**src/rtl/lpw_pkg.sv**
```systemverilog
package lpw_pkg;
  typedef enum logic [1:0] {
    PS_D0 = 2'b00,
    PS_D1 = 2'b01,
    PS_D2 = 2'b10,
    PS_D3 = 2'b11
  } pstate_e;

  localparam int unsigned REG_PSTATE = 0;
  localparam int unsigned REG_CTRL   = 1;
  localparam int unsigned REG_STATUS = 2;
endpackage

```
**src/rtl/lpw_link_sync.sv**
```systemverilog
module lpw_link_sync #(
  parameter int unsigned STAGES = 2
) (
  input  logic clk,
  input  logic rst_n,
  input  logic link_async,
  output logic link_s,
  output logic link_rise
);
  logic [STAGES-1:0] chain;
  logic              link_d;

  generate
    for (genvar g = 0; g < STAGES; g++) begin : g_stage
      if (g == 0) begin : g_first
        always_ff @(posedge clk or negedge rst_n) begin
          if (!rst_n) chain[0] <= 1'b0;
          else        chain[0] <= link_async;
        end
      end else begin : g_next
        always_ff @(posedge clk or negedge rst_n) begin
          if (!rst_n) chain[g] <= 1'b0;
          else        chain[g] <= chain[g-1];
        end
      end
    end
  endgenerate

  always_ff @(posedge clk or negedge rst_n) begin
    if (!rst_n) link_d <= 1'b0;
    else        link_d <= chain[STAGES-1];
  end

  assign link_s    = chain[STAGES-1];
  assign link_rise = chain[STAGES-1] & ~link_d;
endmodule

```
**src/rtl/lpw_bus_guard.sv**
```systemverilog
module lpw_bus_guard #(
  parameter int unsigned PULSE_LEN = 4
) (
  input  logic clk,
  input  logic rst_n,
  input  logic bus_rst_n,
  input  logic pwr_good,
  output logic ignore_bus,
  output logic reinit
);
  localparam int unsigned CNT_W = $clog2(PULSE_LEN + 1);

  logic             ign_d;
  logic [CNT_W-1:0] cnt;

  assign ignore_bus = ~bus_rst_n | ~pwr_good;

  always_ff @(posedge clk or negedge rst_n) begin
    if (!rst_n) begin
      ign_d <= 1'b1;
      cnt   <= '0;
    end else begin
      ign_d <= ignore_bus;
      if (ignore_bus)
        cnt <= '0;
      else if (ign_d)
        cnt <= CNT_W'(PULSE_LEN);
      else if (cnt != '0)
        cnt <= cnt - 1'b1;
    end
  end

  assign reinit = (cnt != '0);
endmodule

```
**src/rtl/lpw_wake_core.sv**
```systemverilog
module lpw_wake_core
  import lpw_pkg::*;
#(
  parameter int unsigned ADDR_W = 2,
  parameter int unsigned DATA_W = 2
) (
  input  logic              clk,
  input  logic              rst_n,
  input  logic              wr_ok,
  input  logic [ADDR_W-1:0] wr_addr,
  input  logic [DATA_W-1:0] wr_data,
  input  logic              link_s,
  input  logic              link_rise,
  output pstate_e           pstate,
  output logic              pme_en,
  output logic              lp_en,
  output logic              pme_sts,
  output logic              link_mon,
  output logic              link_keep,
  output logic              pme_req
);
  logic wr_ps, wr_ctrl, wr_sts;
  logic sleep_ok, enter_ok, leave, wake, mon_n;

  assign wr_ps   = wr_ok && (wr_addr == ADDR_W'(REG_PSTATE));
  assign wr_ctrl = wr_ok && (wr_addr == ADDR_W'(REG_CTRL));
  assign wr_sts  = wr_ok && (wr_addr == ADDR_W'(REG_STATUS));

  // D2 always may sleep on link loss; D3 only while wake is armed
  assign sleep_ok = (pstate == PS_D2) || ((pstate == PS_D3) && pme_en);
  assign enter_ok = sleep_ok && lp_en && !link_s;
  assign leave    = link_rise || (pstate == PS_D0) ||
                    ((pstate == PS_D3) && !pme_en);
  assign wake     = link_mon && link_rise;

  always_comb begin
    mon_n = link_mon;
    if (!link_mon && enter_ok)
      mon_n = 1'b1;
    else if (link_mon && leave)
      mon_n = 1'b0;
  end

  always_ff @(posedge clk or negedge rst_n) begin
    if (!rst_n) begin
      pstate   <= PS_D0;
      pme_en   <= 1'b0;
      lp_en    <= 1'b0;
      pme_sts  <= 1'b0;
      link_mon <= 1'b0;
    end else begin
      if (wr_ps)
        pstate <= pstate_e'(wr_data[1:0]);
      if (wr_ctrl) begin
        pme_en <= wr_data[0];
        lp_en  <= wr_data[1];
      end
      link_mon <= mon_n;
      if (wake && pme_en)
        pme_sts <= 1'b1;
      else if (wr_sts && wr_data[0])
        pme_sts <= 1'b0;
    end
  end

  assign link_keep = !((pstate == PS_D3) && !pme_en);
  assign pme_req   = pme_sts & pme_en;
endmodule

```
**src/rtl/lan_pm_wake_ctrl.sv**
```systemverilog
module lan_pm_wake_ctrl
  import lpw_pkg::*;
#(
  parameter int unsigned ADDR_W      = 2,
  parameter int unsigned DATA_W      = 2,
  parameter int unsigned SYNC_STAGES = 2,
  parameter int unsigned PULSE_LEN   = 4
) (
  input  logic              clk_aux,
  input  logic              rst_aux_n,
  input  logic              bus_rst_n,
  input  logic              pwr_good,
  input  logic              link_ok_async,
  input  logic              wr_en,
  input  logic [ADDR_W-1:0] wr_addr,
  input  logic [DATA_W-1:0] wr_data,
  output logic              ignore_bus,
  output logic              reinit,
  output logic              link_mon,
  output logic              link_keep,
  output logic              pme_req
);
  logic    link_s, link_rise, wr_ok;
  pstate_e ps_q;
  logic    pme_en_q, lp_en_q, pme_sts_q;

  lpw_link_sync #(.STAGES(SYNC_STAGES)) u_sync (
    .clk        (clk_aux),
    .rst_n      (rst_aux_n),
    .link_async (link_ok_async),
    .link_s     (link_s),
    .link_rise  (link_rise)
  );

  lpw_bus_guard #(.PULSE_LEN(PULSE_LEN)) u_guard (
    .clk        (clk_aux),
    .rst_n      (rst_aux_n),
    .bus_rst_n  (bus_rst_n),
    .pwr_good   (pwr_good),
    .ignore_bus (ignore_bus),
    .reinit     (reinit)
  );

  assign wr_ok = wr_en & ~ignore_bus;

  lpw_wake_core #(.ADDR_W(ADDR_W), .DATA_W(DATA_W)) u_core (
    .clk       (clk_aux),
    .rst_n     (rst_aux_n),
    .wr_ok     (wr_ok),
    .wr_addr   (wr_addr),
    .wr_data   (wr_data),
    .link_s    (link_s),
    .link_rise (link_rise),
    .pstate    (ps_q),
    .pme_en    (pme_en_q),
    .lp_en     (lp_en_q),
    .pme_sts   (pme_sts_q),
    .link_mon  (link_mon),
    .link_keep (link_keep),
    .pme_req   (pme_req)
  );
endmodule

```
**config.mk**
```make
export PLATFORM = sky130hd
export DESIGN_NAME = lan_pm_wake_ctrl
export DESIGN_NICKNAME = d
export VERILOG_FILES = /design/src/rtl/lpw_pkg.sv /design/src/rtl/lpw_link_sync.sv /design/src/rtl/lpw_bus_guard.sv /design/src/rtl/lpw_wake_core.sv /design/src/rtl/lan_pm_wake_ctrl.sv
export SDC_FILE = /design/constraint.sdc
export NUM_CORES = 1
export LEC_CHECK = 0
export ABC_AREA = 1
export BUFFER_PORTS_ARGS = -buffer_cell sky130_fd_sc_hd__buf_4
export CORE_UTILIZATION = 45
export DETAILED_ROUTE_END_ITERATION = 8
export PLACE_DENSITY = 0.69
export RECOVER_POWER = 100
export SETUP_SLACK_MARGIN = 0.3
export SYNTH_ARGS = -nofsm -noshare
export SYNTH_HDL_FRONTEND = slang
export SYNTH_SLANG_ARGS = --single-unit
export TNS_END_PERCENT = 50
```
**constraint.sdc**
```tcl
create_clock -name clk_aux -period 1.4 [get_ports clk_aux]
set_input_delay 0.21 -clock clk_aux [delete_from_list [all_inputs] [get_ports clk_aux]]
set_output_delay 0.21 -clock clk_aux [all_outputs]
set_load 0.005 [all_outputs]
```
* Word level (Yosys, flattened, before mapping)
Index checks and enable logic that the tools add are counted.
** Word-level totals
- Input bits :: 10
- Word-level logic and storage cells :: 55
- Register bits after elaboration :: 13
** Operators by class
- Equal/unequal tests :: 4
- Bitwise operators :: 8
- Mux-type cells :: 7
- Reduce and logical (&&, ||, !) cells :: 25
- Add/sub/neg operators :: 1
** Operator list (count)
- $logic_and A1 B1 Y1 :: 12
- $mux W3 :: 3
- $eq A2 B2 Y1 const B :: 3
- $reduce_bool A3 Y1 :: 2
- $logic_not A1 Y1 :: 4
- $logic_not A2 Y1 :: 2
- $mux W1 :: 4
- $not A1 Y1 :: 4
- $reduce_bool A2 Y1 :: 2
- $and A1 B1 Y1 :: 3
- $logic_or A1 B1 Y1 :: 3
- $sub A3 B1 Y3 const B :: 1
- $eq A2 B1 Y1 const B :: 1
- $or A1 B1 Y1 :: 1

* Logic depth before layout (Yosys ltp)
Gate-level depths: netlist (run 1).
- Word-level depth :: 8
- Gate-level depth with buffers :: 6
- Depth with buffers taken out :: 6

* By module
From an unflattened synthesis (run 1), not the netlist that was laid out.
** Second synthesis, totals
- Cell total of the unflattened synthesis :: 77
- Area, all modules :: 631.9 µm²
** Modules (own cells, without submodules)
- lpw_wake_core :: cells each 44, instances 1, area an instance 315.3 µm², seq. area each 150.1 µm²
- lpw_bus_guard :: cells each 26, instances 1, area an instance 221.5 µm², seq. area each 101.3 µm²
- lpw_link_sync :: cells each 5, instances 1, area an instance 85.1 µm², seq. area each 75.1 µm²
- lan_pm_wake_ctrl :: cells each 2, instances 1, area an instance 10.0 µm², seq. area each 0.0 µm²

* Worst setup path after synthesis (run 1)
Ideal clock, no wire load.
- Kind :: register to register
- From :: reg u_guard.cnt[0]
- To :: reg u_guard.cnt[0]
- Required time :: 1.283 ns
- Path slack :: 0.431 ns
- Cell stages (with the launch flop) :: 7
- Path buffers :: 0
- Clock period less this slack :: 0.969 ns
- Arrival time :: 0.852 ns
- Cells stage by stage :: dfrtp_1 > inv_1 > ha_1 > nand2_2 > inv_1 > nor2_1 > nor2_1
** RTL lines
- start: declaration :: RTL line lpw_bus_guard.sv:14 : logic [CNT_W-1:0] cnt;
- start signal: assignment :: RTL line lpw_bus_guard.sv:27 : cnt <= CNT_W'(PULSE_LEN);
- start signal: assignment :: RTL line lpw_bus_guard.sv:29 : cnt <= cnt - 1'b1;
- $reduce_bool A3 Y1
- net reinit :: RTL line lan_pm_wake_ctrl.sv:18 : output logic reinit,
- $reduce_bool A3 Y1 (no line)
The timed path passes the listed nets, and every way through them passes these cells. The select of a mux whose other input is x is not followed.
A chain may end at the register's enable or synchronous reset.

* Final worst setup path (run 1)
- From :: reg u_guard.cnt[1]
- To :: out reinit
** On the way
- Cells in the longest elaborated chain, start to end :: 1
** Ends and longest elaborated chain
- $reduce_bool A3 Y1 :: RTL line lpw_bus_guard.sv:33 : assign reinit = (cnt != '0);
- end: declaration :: RTL line lan_pm_wake_ctrl.sv:18
No other way between the ends.

==> metrics.md, run 1 <==
| Metric | Value |
|---|---|
| Slowest stage delay, CP | `0.38 ns` |
| # DRC | `0` |
| Synth unique cells | `15` |
| Worst-Skew Late Latency | `0.28 ns` |
| Total grt overflow | `0` |
| Syn Area/Cell | `8.47 um^2` |
| Number of global-route vias before repair | `487` |
| Power density cells | `997 mW/mm^2` |
| Post-synthesis cell area | `618 um^2` |
| Die Span Y | `39.1 um` |
| Io pins | `15` |
| Pre-Repair DR Iteration Count | `4` |
| Syn. warnings | `0` |
| Drt initial violations | `11` |
| Worst Path Required | `1.19 ns` |
| Total number of vias | `538` |
| TritonCTS clock tree | `built` |
| Die Width | `39.1 um` |
| Status | `completed` |
| Clk network pwr share | `27.6%` |
| Layout fillers | `91` |
| Hold/Removal Path Class | `in2reg` |
| Buf+Inv Stages, Crit Path | `2` |
| Syn Nets | `85` |
| Core ar. | `0.00119 mm^2` |
| Hold Vio Cnt, Final | `0` |
| Element type at the critical path end | `primary output` |
| Clock Pin Slew Worst Setup and Hold Paths | `0.07 ns` |
| Commonest cells after routing, fill and taps aside | `13 x inv_1, 13 x nand2_1, 12 x buf_4, 12 x dfrtp_1, 10 x nor2_1` |
| Skew final | `0.00371 ns` |
| Area growth syn-to-layout | `35.2%` |
| Clk buf depth | `2` |
| Sink Count | `13` |
| Seq cells post-synth | `13` |
| CP cell instances | `inv_1 > ha_4 > nand2_4 > buf_6` |
| Routed wire length | `1.25 mm` |
| CP Launch Type | `flip-flop` |
| Post-DP Area | `741 um^2` |
| Crit path kind | `reg2out` |
| Max IR drop VDD | `0.660 mV` |
| Layout cells sized above 1 | `32.0%` |
| CP top delay family | `flip-flops` |
| Post-Route Setup TNS | `0 ns` |
| Vias per inst | `4.85` |
| Seq/Total Area, Yosys | `52.8%` |
| Initial Utilization | `52.1%` |
| Std cell rows | `12` |
| CTS Buf Count | `3` |
| Synth Instances | `73` |
| Die Area | `0.00153 mm^2` |
| Crit path DAT | `1.09 ns` |
| Global-route wire length before repair | `1.95 mm` |
| WL/cell | `11.2 um` |
| Storage element area | `327 um^2` |
| F_max | `0.772 GHz` |
| RSZ-0062 raised after global routing | `true` |
| Post-layout util | `70.5%` |
| Pin count of the biggest net entering global routing | `14` |
| PortBufs | `14` |
| Max FO, Critical Path | `2` |
| LEAKAGE | `0.000429 uW` |
| RD Place Congestion | `0.645` |
| # Max-Cap Violations | `0` |
| Min Tclk post-route | `1.30 ns` |
| Internal power | `602 uW` |
| Post-layout nets | `110` |
| Finished Cell Area | `836 um^2` |
| DP Wirelength | `814 um` |
| Critical Path Slowest Stage Cell | `dfrtp_1` |
| Root buffer cell | `clkbuf_4` |
| Switching Share | `27.7%` |
| Fin. max-slew vios | `0` |
| Net load switching power | `231 uW` |
| H-tree depth | `1` |
| Sequential power share | `54.1%` |
| Antenna diodes | `0` |
| Logic gate share of total power | `18.3%` |
| Least-Margin Pin Slew | `0.691 ns` |
| Multi-input logic area | `255 um^2` |
| Final setup vio count | `0` |
| Initial antenna violation count | `0` |
| Overall Global Routing Usage | `20.1%` |
| Period utilisation layout | `92.6%` |
| Remaining antenna violation count | `0` |
| Slew margin rel. | `53.9%` |
==> flip-flops by register name (all words and copies together), names as in the netlist <==
register / cells
u_guard.ign_d: 1
u_guard.cnt: 3
u_core.link_mon: 1
u_core.pme_en: 1
u_core.lp_en: 1
u_core.pme_sts: 1
u_sync.link_d: 1
u_sync.link_s: 1
u_core.pstate: 2
u_sync.chain: 1
==> cell type report <==
| type | count | area share (%) |
|---|---|---|
| Inverter | 14 | 6.44 |
| Clock buffer | 4 | 3.14 |
| Sequential cell | 13 | 39.1 |
| Timing Repair Buffer | 20 | 18.7 |
| Multi-Input combinational cell | 46 | 30.5 |
| Tap cell | 14 | 2.10 |
==> power groups by stage <==
stage                     registers [uW]  clock network [uW]  logic (uW)
final                                451                 230         152
after CTS                            450                 234         149
after floorplan                      451                   0        72.4
after global placement               458                   0         134
after global routing                 456                 256         170
after detailed placement             457                   0         139
==> final timing paths <==
kind | start | to | slack (ns) | cells past startpoint
worst max-delay path | u_guard.cnt[1] | reinit | 0.10 | 4
worst min-delay path | link_ok_async | u_sync.chain[0] | 0.06 | 1
worst max register to register | u_guard.cnt[0] | u_guard.cnt[2] | 0.22 | 7
worst min register to register | u_sync.chain[0] | u_sync.link_s | 0.35 | 0
max in group asynchronous | rst_aux_n | u_core.pstate[1] | 0.48 | 2
min in group asynchronous | rst_aux_n | u_sync.link_d | 0.48 | 2
==> cells by family after synthesis <==
| logic type | share of synthesized area, % |
|---|---|
| buffers and inverters | 8.70 |
| AOI/OAI and AO/OA | 4.86 |
| DFF | 52.8 |
| adders and majority gates | 4.05 |
| and+or+nand+nor | 29.6 |
==> timing repair <==
item                                   in CTS  in global routing
resized for setup                           6                  4
hold buffers                                1                  0
endpoints found under the hold margin      13                  0
buffers inserted                            3                  2
gates cloned                                0                  0
setup endpoints to repair                   3                  6
pin swaps                                   2                  1
==> routing by layer <==
layer	GRT usage, %	vias to the layer above	part of all wire, %
met4	5.17	0	1.1
met1	21.7	244	44
met5	0	-	0
li1	-	273	-
met3	10.4	4	5.7
met2	34.2	17	49
==> per-stage QoR <==
stage          cells  setup slack [ns]  hold WS, ns  total power, uW
2_1_floorplan     73             0.431      -0.0856              523
3_3_place_gp     101             0.362       0.0620              592
3_5_place_dp     101             0.329       0.0606              596
4_1_cts          109             0.144       0.0326              833
5_1_grt          111            0.0539       0.0461              882
6_report         111             0.104       0.0583              833
==> cells in the mapped netlist <==
cell / count / area, um^2
nand2_2: 4 / 25.0
nand3_2: 1 / 10.0
inv_1: 13 / 48.8
nor2_1: 10 / 37.5
dfrtp_1: 12 / 300
dfstp_2: 1 / 26.3
nand4_1: 2 / 12.5
a21oi_1: 1 / 5.00
nor2_4: 1 / 11.3
o21ai_1: 5 / 25.0
nand3_1: 7 / 35.0
clkinv_2: 1 / 5.00
ha_1: 2 / 25.0
nand2_1: 12 / 45.0
nor2_2: 1 / 6.26
(Power assumes the default switching activity.)
==> run 2, diff against run 1 <==
MAX_ROUTING_LAYER = met4   (was default)
==> run 2 against run 1 <==
  * Largest power group unchanged
  * Critical path type unchanged
  * Clock skew up 0.0013 ns
  * Highest routed layer unchanged
  * Core utilization unchanged
  * Clock-buffer cell count unchanged
  * Final cell count unchanged
  * Sequential share of layout area unchanged
==> metrics.md, run 2 (same netlist as run 1, synthesis figures left out) <==
| Metric | Value |
|---|---|
| Status | `completed` |
| Area growth syn-to-layout | `35.2% (unchanged)` |
| Layout cells sized above 1 | `32.0% (unchanged)` |
| Post-DP Area | `741 um^2 (unchanged)` |
| Antenna diodes | `0 (unchanged)` |
| Skew final | `0.00503 ns (+0.00132 ns)` |
| Root buffer cell | `clkbuf_4` |
| Largest register FFs | `3 (unchanged)` |
| # Max-Cap Violations | `0 (unchanged)` |
| Pre-Repair DR Iteration Count | `4 (unchanged)` |
| WL/cell | `11.4 um (+1.1%)` |
| Post-Place Worst Slack | `0.329 ns (unchanged)` |
| Crit path DAT | `1.09 ns (about the same)` |
| Number of global-route vias before repair | `493 (+1.2%)` |
| Hold Vio Cnt, Final | `0 (unchanged)` |
| Remaining antenna violation count | `0 (unchanged)` |
| CP Launch Type | `flip-flop` |
| Final worst slack | `0.105 ns (+0.000340 ns)` |
| Vias per inst | `4.86 (+0.19%)` |
| LEAKAGE | `0.000429 uW (unchanged)` |
| Max FO, Critical Path | `2 (unchanged)` |
| F_max | `0.772 GHz (about the same)` |
| Sink Count | `13 (unchanged)` |
| Commonest cells after routing, fill and taps aside | `13 x inv_1, 13 x nand2_1, 12 x buf_4, 12 x dfrtp_1, 10 x nor2_1` |
| Drt initial violations | `9 (-2)` |
| CTS Buf Count | `3 (unchanged)` |
| Flop2flop setup slack | `0.21 ns (about the same)` |
| Total number of vias | `539 (+0.19%)` |
| Fin. max-slew vios | `0 (unchanged)` |
| Initial Utilization | `52.1% (unchanged)` |
| Core ar. | `0.00119 mm^2 (unchanged)` |
| Storage element area | `327 um^2 (unchanged)` |
| RD Place Congestion | `0.651 (+0.87%)` |
| Biggest registers after layout | `u_guard.cnt: 3 flops, u_core.pstate: 2 flops` |
| Layout fillers | `91 (unchanged)` |
| Final setup vio count | `0 (unchanged)` |
| Post-Route Setup TNS | `0 ns (unchanged)` |
| Clk buf depth | `2 (unchanged)` |
| Power density cells | `998 mW/mm^2 (+0.13%)` |
| Largest Register | `u_guard.cnt` |
| Post-layout nets | `110 (unchanged)` |
| Element type at the critical path end | `primary output` |
| Initial antenna violation count | `0 (unchanged)` |
| Pin count of the biggest net entering global routing | `14 (unchanged)` |
| Worst Path Required | `1.19 ns (about the same)` |
| Period utilisation layout | `92.5% (about the same)` |
| Io pins | `15 (unchanged)` |
| Hold/Removal Path Class | `in2reg` |
| TritonCTS clock tree | `built` |
| Max IR drop VDD | `0.660 mV (about the same)` |
| Die Width | `39.1 um (unchanged)` |
| Least-Margin Pin Slew | `0.708 ns (+0.0163 ns)` |
| # DRC | `0 (unchanged)` |
| Total grt overflow | `0 (unchanged)` |
| Die Area | `0.00153 mm^2 (unchanged)` |
| Overall Global Routing Usage | `20.3% (+0.25 points)` |
| Global-route wire length before repair | `1.93 mm (-1.4%)` |
| Min Tclk post-route | `1.30 ns (-0.000340 ns)` |
| Clock Pin Slew Worst Setup and Hold Paths | `0.07 ns (about the same)` |
| RSZ-0062 raised after global routing | `true` |
| Std cell rows | `12 (unchanged)` |
| Slew margin rel. | `52.8% (-1.1 points)` |
| DP Wirelength | `814 um (unchanged)` |
| Die Span Y | `39.1 um (unchanged)` |
| H-tree depth | `1 (unchanged)` |
| Crit path kind | `reg2out` |
| PortBufs | `14 (unchanged)` |
| Worst-Skew Late Latency | `0.28 ns (about the same)` |
| Multi-input logic area | `255 um^2 (unchanged)` |
| Routed wire length | `1.26 mm (+1.1%)` |
| Finished Cell Area | `836 um^2 (unchanged)` |
[run 2: cell counts in the layout (fill, tap and decap cells not counted)]
No cell type changed its count.
[run 2: timing repair]
item	4_1_cts	5_1_grt
hold buffers	1	0
pin swaps	2	1
gates cloned	0	0
resized for setup	6	4
setup buffers	3	2
hold endpoints to repair	13	0
setup endpoints to repair	3	6
[run 2: path summary, 6_finish.rpt]
path	from	end	depth (start not counted)
setup / recovery	u_guard.cnt[1]	reinit	4
hold / removal	link_ok_async	u_sync.chain[0]	1
setup reg to reg	u_guard.cnt[1]	u_guard.cnt[0]	6
hold reg to reg	u_sync.chain[0]	u_sync.link_s	0
max in group asynchronous	rst_aux_n	u_core.pstate[0]	2
min in group asynchronous	rst_aux_n	u_core.pme_sts	2
[run 2: critical path, stage by stage (launching register included)]
cell and delay [ns]:
dfrtp_1 0.38, inv_1 0.12, ha_4 0.16, nand2_4 0.05, buf_6 0.11
[run 2: area by class of cell]
class                           count  area share [%]
Tap cell                           14            2.10
Multi-Input combinational cell     46            30.5
Inverter                           14            6.44
Sequential cell                    13            39.1
Timing Repair Buffer               20            18.7
Clock buffer                        4            3.14
[run 2: per-layer routing]
metal / routed length (um) / global-route usage, % / vias up
li1: - / - / 273
met1: 553 / 20.6 / 246
met2: 617 / 34.6 / 18
met3: 82 / 10.4 / 2
met4: 8 / 5.17 / 0
met5: 0 / - / -
[run 2: power breakdown]
group          total [uW]  internal [uW]  switching, uW  leakage (uW)
registers             450            419           31.2      0.000163
clock network         231            111            121     0.0000150
logic                 152           72.0           80.3      0.000251
[run 2: through the flow]
stage | utilization [%] | power (uW) | instances | hold WS, ns
4_1_cts | 69.2 | 833 | 109 | 0.0326
3_5_place_dp | 62.4 | 596 | 101 | 0.0606
6_report | 70.5 | 834 | 111 | 0.0583
3_3_place_gp | 62.4 | 592 | 101 | 0.0620
2_1_floorplan | - | 523 | 73 | -0.0856
5_1_grt | 70.5 | 875 | 111 | 0.0461
==> run 3, diff against run 2 <==
ABC_AREA = default   (was 1)
CORE_AREA = 2 2 39 41   (was default)
CORE_UTILIZATION = default   (was 45)
DIE_AREA = 0 0 41 43   (was default)
PLACE_DENSITY = 0.66   (was 0.69)
SKIP_CTS_REPAIR_TIMING = 1   (was default)
==> run 3 against run 2 <==
  * Die area grew 16%
  * Clock power shrank 3%
  * Sequential cell count is the same
  * Critical endpoint unchanged
  * Largest power group unchanged
  * Highest routed layer unchanged
==> metrics.md, run 3 <==
| Metric | Value |
|---|---|
| GR Util met3 | `4.71% (-5.7 points)` |
| Most used DFF post-synth | `dfrtp_1` |
| # Max-Cap Violations | `0 (unchanged)` |
| Crit path kind | `reg2out` |
| Seq/Total Area, Yosys | `58.4% (+5.6 points)` |
| Commonest cells after routing, fill and taps aside | `12 x dfrtp_1, 9 x buf_4, 7 x nand2_1, 7 x clkbuf_4, 3 x nor2_1` |
| DP Wirelength | `739 um (-9.2%)` |
| Synth top area cells | `dfrtp_1 54%, mux2_4 5.4%, dfstp_2 4.7%` |
| Period utilisation layout | `93.5% (+1.0 points)` |
| LEAKAGE | `0.000354 uW (-17%)` |
| Met1 usage | `15.6% (-5.0 points)` |
| Seq cells post-synth | `13 (unchanged)` |
| Area growth syn-to-layout | `39.6%` |
| Post-synthesis cell area | `559 um^2 (-9.5%)` |
| CP cell instances | `inv_2 > ha_4 > nand2b_4 > buf_6` |
| Met2 usage | `21.9% (-13 points)` |
| Placed Cells | `76 (-25%)` |
| H-tree depth | `1 (unchanged)` |
| Die Span Y | `43 um (+10%)` |
| Element type at the critical path end | `primary output` |
| Syn. warnings | `0 (unchanged)` |
| Non-filler instance count after layout | `84 (-24%)` |
| CP Launch Type | `flip-flop` |
| F_max | `0.764 GHz (-1.1%)` |
| Remaining antenna violation count | `0 (unchanged)` |
| Routed wire length | `1.03 mm (-19%)` |
| Number of global-route vias before repair | `432 (-12%)` |
| Post-layout nets | `81 (-26%)` |
| Post-synth EDFFs | `0 (unchanged)` |
| Worst hold path depth | `1 (unchanged)` |
| WL/cell | `12.2 um (+7.5%)` |
| Drt initial violations | `7 (-2)` |
| Overall Global Routing Usage | `14.3% (-6.0 points)` |
| Fin. max-slew vios | `0 (unchanged)` |
| PortBufs | `14 (unchanged)` |
| Biggest registers after layout | `u_guard.cnt: 3 flops, u_core.pstate: 2 flops` |
| Total number of vias | `405 (-25%)` |
| Initial antenna violation count | `0 (unchanged)` |
| Power density cells | `1090 mW/mm^2 (+9.6%)` |
| Skew final | `0.0102 ns (+0.00520 ns)` |
| Post-synth top area cell | `dfrtp_1` |
| # DRC | `0 (unchanged)` |
| Largest Register | `u_guard.cnt` |
| Least-Margin Pin Slew | `0.670 ns (-0.0371 ns)` |
| Critical Path Slowest Stage Cell | `dfrtp_1` |
| GR peak layer | `met2` |
| Worst-Skew Late Latency | `0.28 ns (about the same)` |
| Slew margin rel. | `55.3% (+2.5 points)` |
| CTS Buf Count | `3 (unchanged)` |
| Post-layout util | `56.4% (-14 points)` |
| Slowest stage delay, CP | `0.40 ns (+0.02 ns)` |
| TritonCTS clock tree | `built` |
| Std cell rows | `14 (+2)` |
| Largest register FFs | `3 (unchanged)` |
| Antenna diodes | `0 (unchanged)` |
| Die Width | `41 um (+5.0%)` |
| Total grt overflow | `0 (unchanged)` |
| Vias per inst | `4.82 (-0.71%)` |
| Die Area | `0.00176 mm^2 (+16%)` |
| Pre-Repair DR Iteration Count | `2 (-2)` |
| Sink Count | `13 (unchanged)` |
| RSZ-0062 raised after global routing | `true` |
| Worst Path Required | `1.19 ns (about the same)` |
| Clock Pin Slew Worst Setup and Hold Paths | `0.08 ns (about the same)` |
| Initial Utilization | `40.4% (-12 points)` |
| Multi-input logic area | `253 um^2 (-0.98%)` |
| Hold/Removal Path Class | `in2reg` |
| Layout cells sized above 1 | `41.2% (+9.2 points)` |
| RD Place Congestion | `0.665 (+2.1%)` |
| Status | `completed` |
| Syn Area/Cell | `12.2 um^2 (+44%)` |
| Post-synth top cells | `12 x dfrtp_1, 7 x nand2_1, 3 x nor2_1` |
| WHS | `0.0678 ns (+0.00946 ns)` |
| Power Total | `854 uW (+2.4%)` |
| Cells on worst reg2reg path | `5 (-1)` |
| Top-area cell type share of the netlist area | `53.7% (+5.1 points)` |
| Max IR drop VDD | `0.704 mV (+6.7%)` |
| Commonest non-fill, non-tap cell in the layout | `dfrtp_1` |
| Top-count cell post-synth | `dfrtp_1` |
| Root buffer cell | `clkbuf_4` |
| Pin count of the biggest net entering global routing | `14 (unchanged)` |
| Syn Nets | `58 (-32%)` |
| Synth unique cells | `22 (+7)` |
| Storage element area | `327 um^2 (unchanged)` |
| Synth Instances | `46 (-37%)` |
| Crit path DAT | `1.10 ns (about the same)` |
| Hold Vio Cnt, Final | `0 (unchanged)` |
| Post-Route Setup TNS | `0 ns (unchanged)` |
| Min Tclk post-route | `1.31 ns (+0.0141 ns)` |
| Global-route wire length before repair | `1.61 mm (-17%)` |
| Max FO, Critical Path | `2 (unchanged)` |
| Final setup vio count | `0 (unchanged)` |
| Clk buf depth | `2 (unchanged)` |
| Core ar. | `0.00138 mm^2 (+17%)` |
| Post-synth ARST share | `100% (unchanged)` |
| Io pins | `15 (unchanged)` |
| Layout fillers | `128 (+41%)` |
run 3: changes by cell type after synthesis, moves of 2 or more:
cell,change
nor2_1,-7
nand2_1,-5
nor3_1,+2
nand4_1,-2
nand3_1,-7
o21ai_1,-5
mux2_4,+2
mux2_2,+2
inv_1,-11
nand2_2,-4
run 3: kinds of logic after synthesis:
kind of cell / after synthesis / share of synthesized area (%)
compound gates: 4 / 5.15
xor+xnor: 1 / 1.57
fa+ha+maj: 2 / 4.47
buf+inv: 2 / 1.34
flops: 13 / 58.4
mux: 4 / 9.40
simple gates: 20 / 19.7
run 3: worst max-delay path: cells and delay by family, from the launching register on:
kind	cells	cell delay, ns
DFF	1	0.40
buffers and inverters	2	0.20
adders and majority gates	1	0.15
and+or+nand+nor	1	0.07
run 3: per-layer routing:
layer  vias up  wire [um]
met3         2         39
li1        203          -
met5         -          0
met4         0          8
met2         9        558
met1       191        421
run 3: final timing paths:
kind / slack (ns) / to / startpoint
max: 0.09 / reinit / u_guard.cnt[0]
min: 0.07 / u_sync.chain[0] / link_ok_async
max reg2reg: 0.13 / u_guard.cnt[1] / u_guard.cnt[0]
min reg2reg: 0.35 / u_sync.link_s / u_sync.chain[0]
max in group asynchronous: 0.49 / u_sync.chain[0] / rst_aux_n
min in group asynchronous: 0.47 / u_core.pme_sts / rst_aux_n
run 3: final cells by class:
cell class              instances  share of cell area, %
flip-flops and latches         13                   41.8
multi-input cells              31                   32.4
repair buffers                 18                   18.7
clock inverters                 1                  0.641
clock buffers                   3                   2.88
well taps                      16                   2.56
inverters                       2                  0.962
run 3: power by group:
| part | internal, uW | switching, uW | leakage, uW |
|---|---|---|---|
| Clock | 106 | 118 | 0.0000177 |
| Sequential | 426 | 37.7 | 0.000161 |
| Combinational | 104 | 61.9 | 0.000176 |
run 3: through the flow:
step	worst slack [ns]	cell area [um^2]
after floorplan	0.291	586
after global placement	0.181	711
after detailed placement	0.165	711
after CTS	0.0691	738
after global routing	0.0527	781
final	0.0905	781
